$ cat src/rtl/frame_pkg.sv
package frame_pkg;

  typedef enum logic [2:0] {
    ST_IDLE, ST_SOF, ST_PNUM, ST_DATA, ST_SPARE, ST_CSUM, ST_EOF, ST_DRAIN
  } fstate_t;

  // running modulo-256 sum
  function automatic logic [7:0] csum_add(input logic [7:0] acc, input logic [7:0] b);
    return acc + b;
  endfunction

  // value that brings the running sum back to zero
  function automatic logic [7:0] csum_close(input logic [7:0] acc);
    return 8'(~acc + 8'd1);
  endfunction

  // page number byte, index 0 is the most significant
  function automatic logic [7:0] pnum_byte(input logic [31:0] page, input logic [1:0] idx);
    return page[8*(3-idx) +: 8];
  endfunction

  // state after the page number, skipping empty sections
  function automatic fstate_t after_pnum(input logic data_empty, input logic spare_empty);
    if (!data_empty)       return ST_DATA;
    else if (!spare_empty) return ST_SPARE;
    else                   return ST_CSUM;
  endfunction

endpackage

$ cat src/rtl/frame_seq.sv
module frame_seq
  import frame_pkg::*;
#(
  parameter int LEN_W = 16
) (
  input  logic             clk,
  input  logic             rst_n,
  input  logic             start_i,
  input  logic [LEN_W-1:0] data_len_i,
  input  logic [LEN_W-1:0] spare_len_i,
  input  logic             room_i,
  input  logic             data_valid_i,
  input  logic             spare_valid_i,
  input  logic             eof_taken_i,
  output fstate_t          state_o,
  output logic [LEN_W-1:0] cnt_o,
  output logic             start_acc_o,
  output logic             load_o,
  output logic             data_ready_o,
  output logic             spare_ready_o
);

  localparam logic [LEN_W-1:0] PNUM_LAST = LEN_W'(3);

  fstate_t          state_q;
  logic [LEN_W-1:0] cnt_q;
  logic [LEN_W-1:0] dlen_q;
  logic [LEN_W-1:0] slen_q;

  assign start_acc_o   = start_i && (state_q == ST_IDLE);
  assign data_ready_o  = room_i && (state_q == ST_DATA);
  assign spare_ready_o = room_i && (state_q == ST_SPARE);

  always_comb begin
    unique case (state_q)
      ST_SOF, ST_PNUM, ST_CSUM, ST_EOF: load_o = room_i;
      ST_DATA:  load_o = data_ready_o && data_valid_i;
      ST_SPARE: load_o = spare_ready_o && spare_valid_i;
      default:  load_o = 1'b0;
    endcase
  end

  always_ff @(posedge clk) begin
    if (!rst_n) begin
      state_q <= ST_IDLE;
      cnt_q   <= '0;
      dlen_q  <= '0;
      slen_q  <= '0;
    end else begin
      unique case (state_q)
        ST_IDLE: if (start_i) begin
          dlen_q  <= data_len_i;
          slen_q  <= spare_len_i;
          cnt_q   <= '0;
          state_q <= ST_SOF;
        end
        ST_SOF: if (load_o) state_q <= ST_PNUM;
        ST_PNUM: if (load_o) begin
          if (cnt_q == PNUM_LAST) begin
            cnt_q   <= '0;
            state_q <= after_pnum(dlen_q == '0, slen_q == '0);
          end else cnt_q <= cnt_q + 1'b1;
        end
        ST_DATA: if (load_o) begin
          if (cnt_q == dlen_q - 1'b1) begin
            cnt_q   <= '0;
            state_q <= (slen_q == '0) ? ST_CSUM : ST_SPARE;
          end else cnt_q <= cnt_q + 1'b1;
        end
        ST_SPARE: if (load_o) begin
          if (cnt_q == slen_q - 1'b1) begin
            cnt_q   <= '0;
            state_q <= ST_CSUM;
          end else cnt_q <= cnt_q + 1'b1;
        end
        ST_CSUM:  if (load_o) state_q <= ST_EOF;
        ST_EOF:   if (load_o) state_q <= ST_DRAIN;
        ST_DRAIN: if (eof_taken_i) state_q <= ST_IDLE;
        default:  state_q <= ST_IDLE;
      endcase
    end
  end

  assign state_o = state_q;
  assign cnt_o   = cnt_q;

  AST_ONE_SECTION: assert property (@(posedge clk) disable iff (!rst_n)
    !(data_ready_o && spare_ready_o));

  AST_NO_RESTART: assert property (@(posedge clk) disable iff (!rst_n)
    (state_q != ST_IDLE && state_q != ST_SOF) |=> state_q != ST_SOF);

endmodule

$ cat src/rtl/frame_csum.sv
module frame_csum
  import frame_pkg::*;
(
  input  logic       clk,
  input  logic       rst_n,
  input  logic       clear_i,
  input  logic       add_i,
  input  logic [7:0] byte_i,
  output logic [7:0] check_o
);

  logic [7:0] acc_q;

  always_ff @(posedge clk) begin
    if (!rst_n || clear_i) acc_q <= '0;
    else if (add_i)        acc_q <= csum_add(acc_q, byte_i);
  end

  assign check_o = csum_close(acc_q);

endmodule

$ cat src/rtl/page_frame_builder.sv
module page_frame_builder
  import frame_pkg::*;
#(
  parameter int         LEN_W    = 16,
  parameter logic [7:0] SOF_MARK = 8'hA5,
  parameter logic [7:0] EOF_MARK = 8'h5A
) (
  input  logic             clk,
  input  logic             rst_n,
  input  logic             start_i,
  input  logic [31:0]      page_num_i,
  input  logic [LEN_W-1:0] data_len_i,
  input  logic [LEN_W-1:0] spare_len_i,
  input  logic             data_valid_i,
  input  logic [7:0]       data_byte_i,
  output logic             data_ready_o,
  input  logic             spare_valid_i,
  input  logic [7:0]       spare_byte_i,
  output logic             spare_ready_o,
  output logic             out_valid_o,
  output logic [7:0]       out_byte_o,
  input  logic             out_ready_i,
  output logic             busy_o,
  output logic             frame_done_o
);

  fstate_t          state;
  logic [LEN_W-1:0] cnt;
  logic             start_acc;
  logic             load;
  logic             room;
  logic [7:0]       check_byte;
  logic [7:0]       next_byte;
  logic             summed;

  logic [31:0]      page_q;
  logic             ov_q;
  logic [7:0]       ob_q;
  logic             last_q;

  assign room         = !ov_q || out_ready_i;
  assign frame_done_o = ov_q && out_ready_i && last_q;
  assign summed       = load && (state == ST_PNUM || state == ST_DATA || state == ST_SPARE);

  frame_seq #(.LEN_W(LEN_W)) u_seq (
    .clk           (clk),
    .rst_n         (rst_n),
    .start_i       (start_i),
    .data_len_i    (data_len_i),
    .spare_len_i   (spare_len_i),
    .room_i        (room),
    .data_valid_i  (data_valid_i),
    .spare_valid_i (spare_valid_i),
    .eof_taken_i   (frame_done_o),
    .state_o       (state),
    .cnt_o         (cnt),
    .start_acc_o   (start_acc),
    .load_o        (load),
    .data_ready_o  (data_ready_o),
    .spare_ready_o (spare_ready_o)
  );

  frame_csum u_csum (
    .clk     (clk),
    .rst_n   (rst_n),
    .clear_i (start_acc),
    .add_i   (summed),
    .byte_i  (next_byte),
    .check_o (check_byte)
  );

  always_comb begin
    unique case (state)
      ST_SOF:   next_byte = SOF_MARK;
      ST_PNUM:  next_byte = pnum_byte(page_q, cnt[1:0]);
      ST_DATA:  next_byte = data_byte_i;
      ST_SPARE: next_byte = spare_byte_i;
      ST_CSUM:  next_byte = check_byte;
      ST_EOF:   next_byte = EOF_MARK;
      default:  next_byte = 8'h00;
    endcase
  end

  always_ff @(posedge clk) begin
    if (!rst_n) begin
      page_q <= '0;
      ov_q   <= 1'b0;
      ob_q   <= '0;
      last_q <= 1'b0;
    end else begin
      if (start_acc) page_q <= page_num_i;
      if (load) begin
        ov_q   <= 1'b1;
        ob_q   <= next_byte;
        last_q <= (state == ST_EOF);
      end else if (out_ready_i) begin
        ov_q   <= 1'b0;
      end
    end
  end

  assign out_valid_o = ov_q;
  assign out_byte_o  = ob_q;
  assign busy_o      = (state != ST_IDLE);

  AST_OUT_HOLD: assert property (@(posedge clk) disable iff (!rst_n)
    (out_valid_o && !out_ready_i) |=> (out_valid_o && $stable(out_byte_o)));

  AST_STALL_BLOCKS_INPUT: assert property (@(posedge clk) disable iff (!rst_n)
    (out_valid_o && !out_ready_i) |-> (!data_ready_o && !spare_ready_o));

  AST_IDLE_QUIET: assert property (@(posedge clk) disable iff (!rst_n)
    !busy_o |-> !out_valid_o);

  AST_DONE_PULSE: assert property (@(posedge clk) disable iff (!rst_n)
    frame_done_o |=> (!frame_done_o && !busy_o));

endmodule

$ cat config.mk
export PLATFORM = sky130hd
export DESIGN_NAME = page_frame_builder
export DESIGN_NICKNAME = d
export VERILOG_FILES = /design/src/rtl/frame_pkg.sv /design/src/rtl/frame_seq.sv /design/src/rtl/frame_csum.sv /design/src/rtl/page_frame_builder.sv
export SDC_FILE = /design/constraint.sdc
export NUM_CORES = 1
export LEC_CHECK = 0
export ABC_AREA = 1
export BUFFER_PORTS_ARGS = -buffer_cell sky130_fd_sc_hd__buf_2
export CAP_MARGIN = 15
export CORE_MARGIN = 1.5
export CORE_UTILIZATION = 45
export CTS_CLUSTER_SIZE = 12
export DETAILED_ROUTE_END_ITERATION = 8
export GPL_TIMING_DRIVEN = 0
export PLACE_DENSITY = 0.7
export SYNTH_ARGS = -nofsm -noshare
export SYNTH_HDL_FRONTEND = slang
export SYNTH_HIERARCHICAL = 1
export SYNTH_SLANG_ARGS = --single-unit
$ cat constraint.sdc
create_clock -name clk -period 2.6 [get_ports clk]
set_clock_uncertainty 0.05 [all_clocks]
set_input_delay 0.65 -clock clk [delete_from_list [all_inputs] [get_ports clk]]
set_output_delay 0.65 -clock clk [all_outputs]
set_load 0.02 [all_outputs]
==> qor.txt <==
YS warnings -> 6
Via density -> 5.11
Critical path cell sequence -> inv_2 > buf_2 > nor3_4 > buf_6 > nand2_1 > nand2_1 > inv_1 > fa_2 > inv_1 > nand2_1 > nand2_2 > nand2_1 > nand2_1 > nand3_1 > o211ai_1 > inv_1
CTS tree -> done
Total chip power -> 7550 µW
Global Route Usage Sum -> 23.1%
Slew at the pin with the worst max-slew slack -> 0.781 ns
Core Footprint -> 14,500 µm²
# rows -> 44
CTS sink count -> 101
Clock Root Buffer -> clkbuf_16
PortBufs -> 98
Area Overhead vs Synth -> 18.0%
Slowest CP cell -> fa_2
Final WL -> 18.0 mm
RSZ-0062 raised after global routing -> false
Vias in the first global route -> 6,154
Worst-case clock buffer depth -> 2
Nets@finish -> 1,256
Setup crit start kind -> flop
H-tree depth -> 3
Max-slew violation count -> 0
# fillers -> 1,524
Element type at the critical path end -> flop
Max rail drop VDD -> 402 µV
Initial Util -> 45.9%
Post-synth top area share -> 30.4%
# diodes -> 0
Setup Slack @ Placement -> -0.232 ns
Initial antenna violation count -> 0
Routability Congestion -> 0.924
Relative slew margins -> 47.4%
Crit Path Class -> reg2reg
Via count -> 6,881
Max-Cap Viols -> 0
Data required, critical path -> 2.79 ns
Synth Net Count -> 1,139
HP Class -> reg2reg
Mapped Area -> 6650 µm²
First-pass GRT wire length -> 29.4 mm
Worst-skew pair later-pin latency -> 0.35 ns
P_leak -> 0.00378 µW
Ports -> 99
PD cells -> 962 nW/µm²
Gate Count Post-Synth -> 1,041
Top cell by count, worst path -> nand2_1
Die Height -> 125 µm
Top_reg_cell synth -> dfxtp_1
Fraction of layout instances using a drive strength above 1 -> 18.5%
Minimum clock period -> 2.43 ns
Largest net degree at the start of global routing -> 21
CP Max Fanout -> 10
CTS buffer count -> 9
Ys async rst share -> 0%
Outcome -> complete, no violations
Final critical-path setup slack -> 0.172 ns
Initial DRC Count -> 548
Synth area leader -> dfxtp_1
Count of final setup violators -> 0
Synth area leaders -> dfxtp_1, nand2_1, inv_1, nand3_1, nor2_1
Post-synth EDFFs -> 0
#FFs+latches synth -> 101
Sequential share of the synthesized area -> 30.4%
GRT overflow -> 0
Fin. Hold Viols -> 0
CP max stage delay -> 0.40 ns
Peak Freq -> 412 MHz
Avg Inst Size Synth -> 6.39 µm²
Die area -> 15,500 µm²
Critical path data arrival time -> 2.62 ns
Clock-pin slew on the worst setup and hold paths -> 0.07 ns
Netlist cell types -> 43
DR WL/cell -> 13.4 µm
Drt drc -> 0
Die W -> 125 µm
Post-route ant nets -> 0
Period Utilization, post-route -> 93.4%
DP HPWL -> 13.8 mm
First-pass DRT Iterations -> 5
[report_power, final]
group | switching, µW | leakage [µW] | internal [µW]
logic | 2470 | 0.00279 | 1420
registers | 264 | 0.000833 | 1930
clock network | 680 | 0.000159 | 786
total | 3410 | 0.00378 | 4140
[worst paths after layout]
path	start	to	slack, ns	cells after the start
worst max register to register	u_seq/state_o[1]	u_csum/acc_q[4]	0.17	16
worst min register to register	page_q[2]	page_q[2]	0.41	2
worst min-delay path	page_q[2]	page_q[2]	0.41	2
worst max-delay path	u_seq/state_o[1]	u_csum/acc_q[4]	0.17	16
[repair_timing]
action                                  in CTS  in global routing
hold buffers                                 0                  0
endpoints found under the hold margin        0                  0
pin swaps                                    0                  5
setup buffers                                0                  9
endpoints found under the setup margin      15                 16
gates resized for setup                      6                 26
[cells in the final DEF (no fill, tap or decap), types with 4 or more instances in the layout]
cell	instances
nor3_2	4
nor3b_1	4
nand3_2	4
buf_2	107
nor2_2	11
clkbuf_16	9
nand2_1	241
o211ai_1	6
ha_1	6
o21ai_1	13
nand3b_1	6
inv_2	10
a21oi_1	82
clkbuf_2	5
inv_1	128
nor2_1	114
nand2_2	8
nor2_4	9
xnor2_1	14
clkbuf_1	20
nand3_1	91
xor2_1	28
nand4_1	27
buf_4	11
dfxtp_1	97
buf_6	5
o21ai_0	61
[metrics by stage]
step                instance area (µm²)  TNS [ns]  utilization [%]  std cells  hold slack, ns
finish                             7850         0             54.2       1347           0.406
CTS                                7690         0             53.1       1338           0.411
detailed placement                 7370    -0.495             50.9       1323           0.398
global placement                   7370    -0.406             50.9       1323           0.395
global route                       7850         0             54.2       1347           0.430
floorplan                          6650         0                -       1041           0.379
[cell families (layout without fill, tap and decap cells)]
group	after synthesis	after routing	synth area share (%)
xor+xnor	43	43	5.87
flops	101	101	30.4
fa+ha+maj	12	12	2.37
buf+inv	185	307	11.4
simple gates	532	532	36.6
compound gates	168	168	13.3
[state kept, by name, indices dropped and copies added, names as in the netlist]
name / count
out_byte_o: 8
u_seq/state_o: 3
last_q: 1
out_valid_o: 1
u_csum/acc_q: 8
u_seq/cnt_o: 16
u_seq/dlen_q: 16
u_seq/slen_q: 16
page_q: 32
[layer usage]
layer,wire length (µm),track usage (%)
met1,8710,31.4
met2,7930,37.0
met3,1110,4.73
met4,244,6.90
met5,0,0
[synth_stat cells (6+ instances only)]
| library cell | number |
|---|---|
| nand4_1 | 27 |
| nand3b_1 | 6 |
| inv_1 | 129 |
| buf_2 | 10 |
| o21ai_1 | 14 |
| o211ai_1 | 6 |
| xor2_1 | 28 |
| nand2_2 | 8 |
| nor2_2 | 9 |
| ha_1 | 11 |
| nor2_1 | 118 |
| o21ai_0 | 61 |
| dfxtp_1 | 101 |
| nor2_4 | 7 |
| clkbuf_1 | 23 |
| nand3_1 | 92 |
| inv_2 | 9 |
| nand2_1 | 242 |
| xnor2_1 | 14 |
| a21oi_1 | 82 |
[critical path, delay by kind of cell, from the launching register on]
kind	cells	cell delay (ns)
simple gates	8	0.85
buf+inv	6	0.56
fa+ha+maj	1	0.40
flops	1	0.36
compound gates	1	0.08
[area by class of cell]
cell class / count / area, µm² / area share, %
buffer: 44 / 231 / 2.95
clock buffer: 9 / 225 / 2.87
clock inverter: 7 / 97.6 / 1.24
inverter: 140 / 528 / 6.73
multi-input combinational: 755 / 3940 / 50.2
sequential: 101 / 2030 / 25.9
tap: 184 / 230 / 2.93
timing repair buffer: 107 / 562 / 7.16
Note: power is estimated with default switching activity, not from simulation.
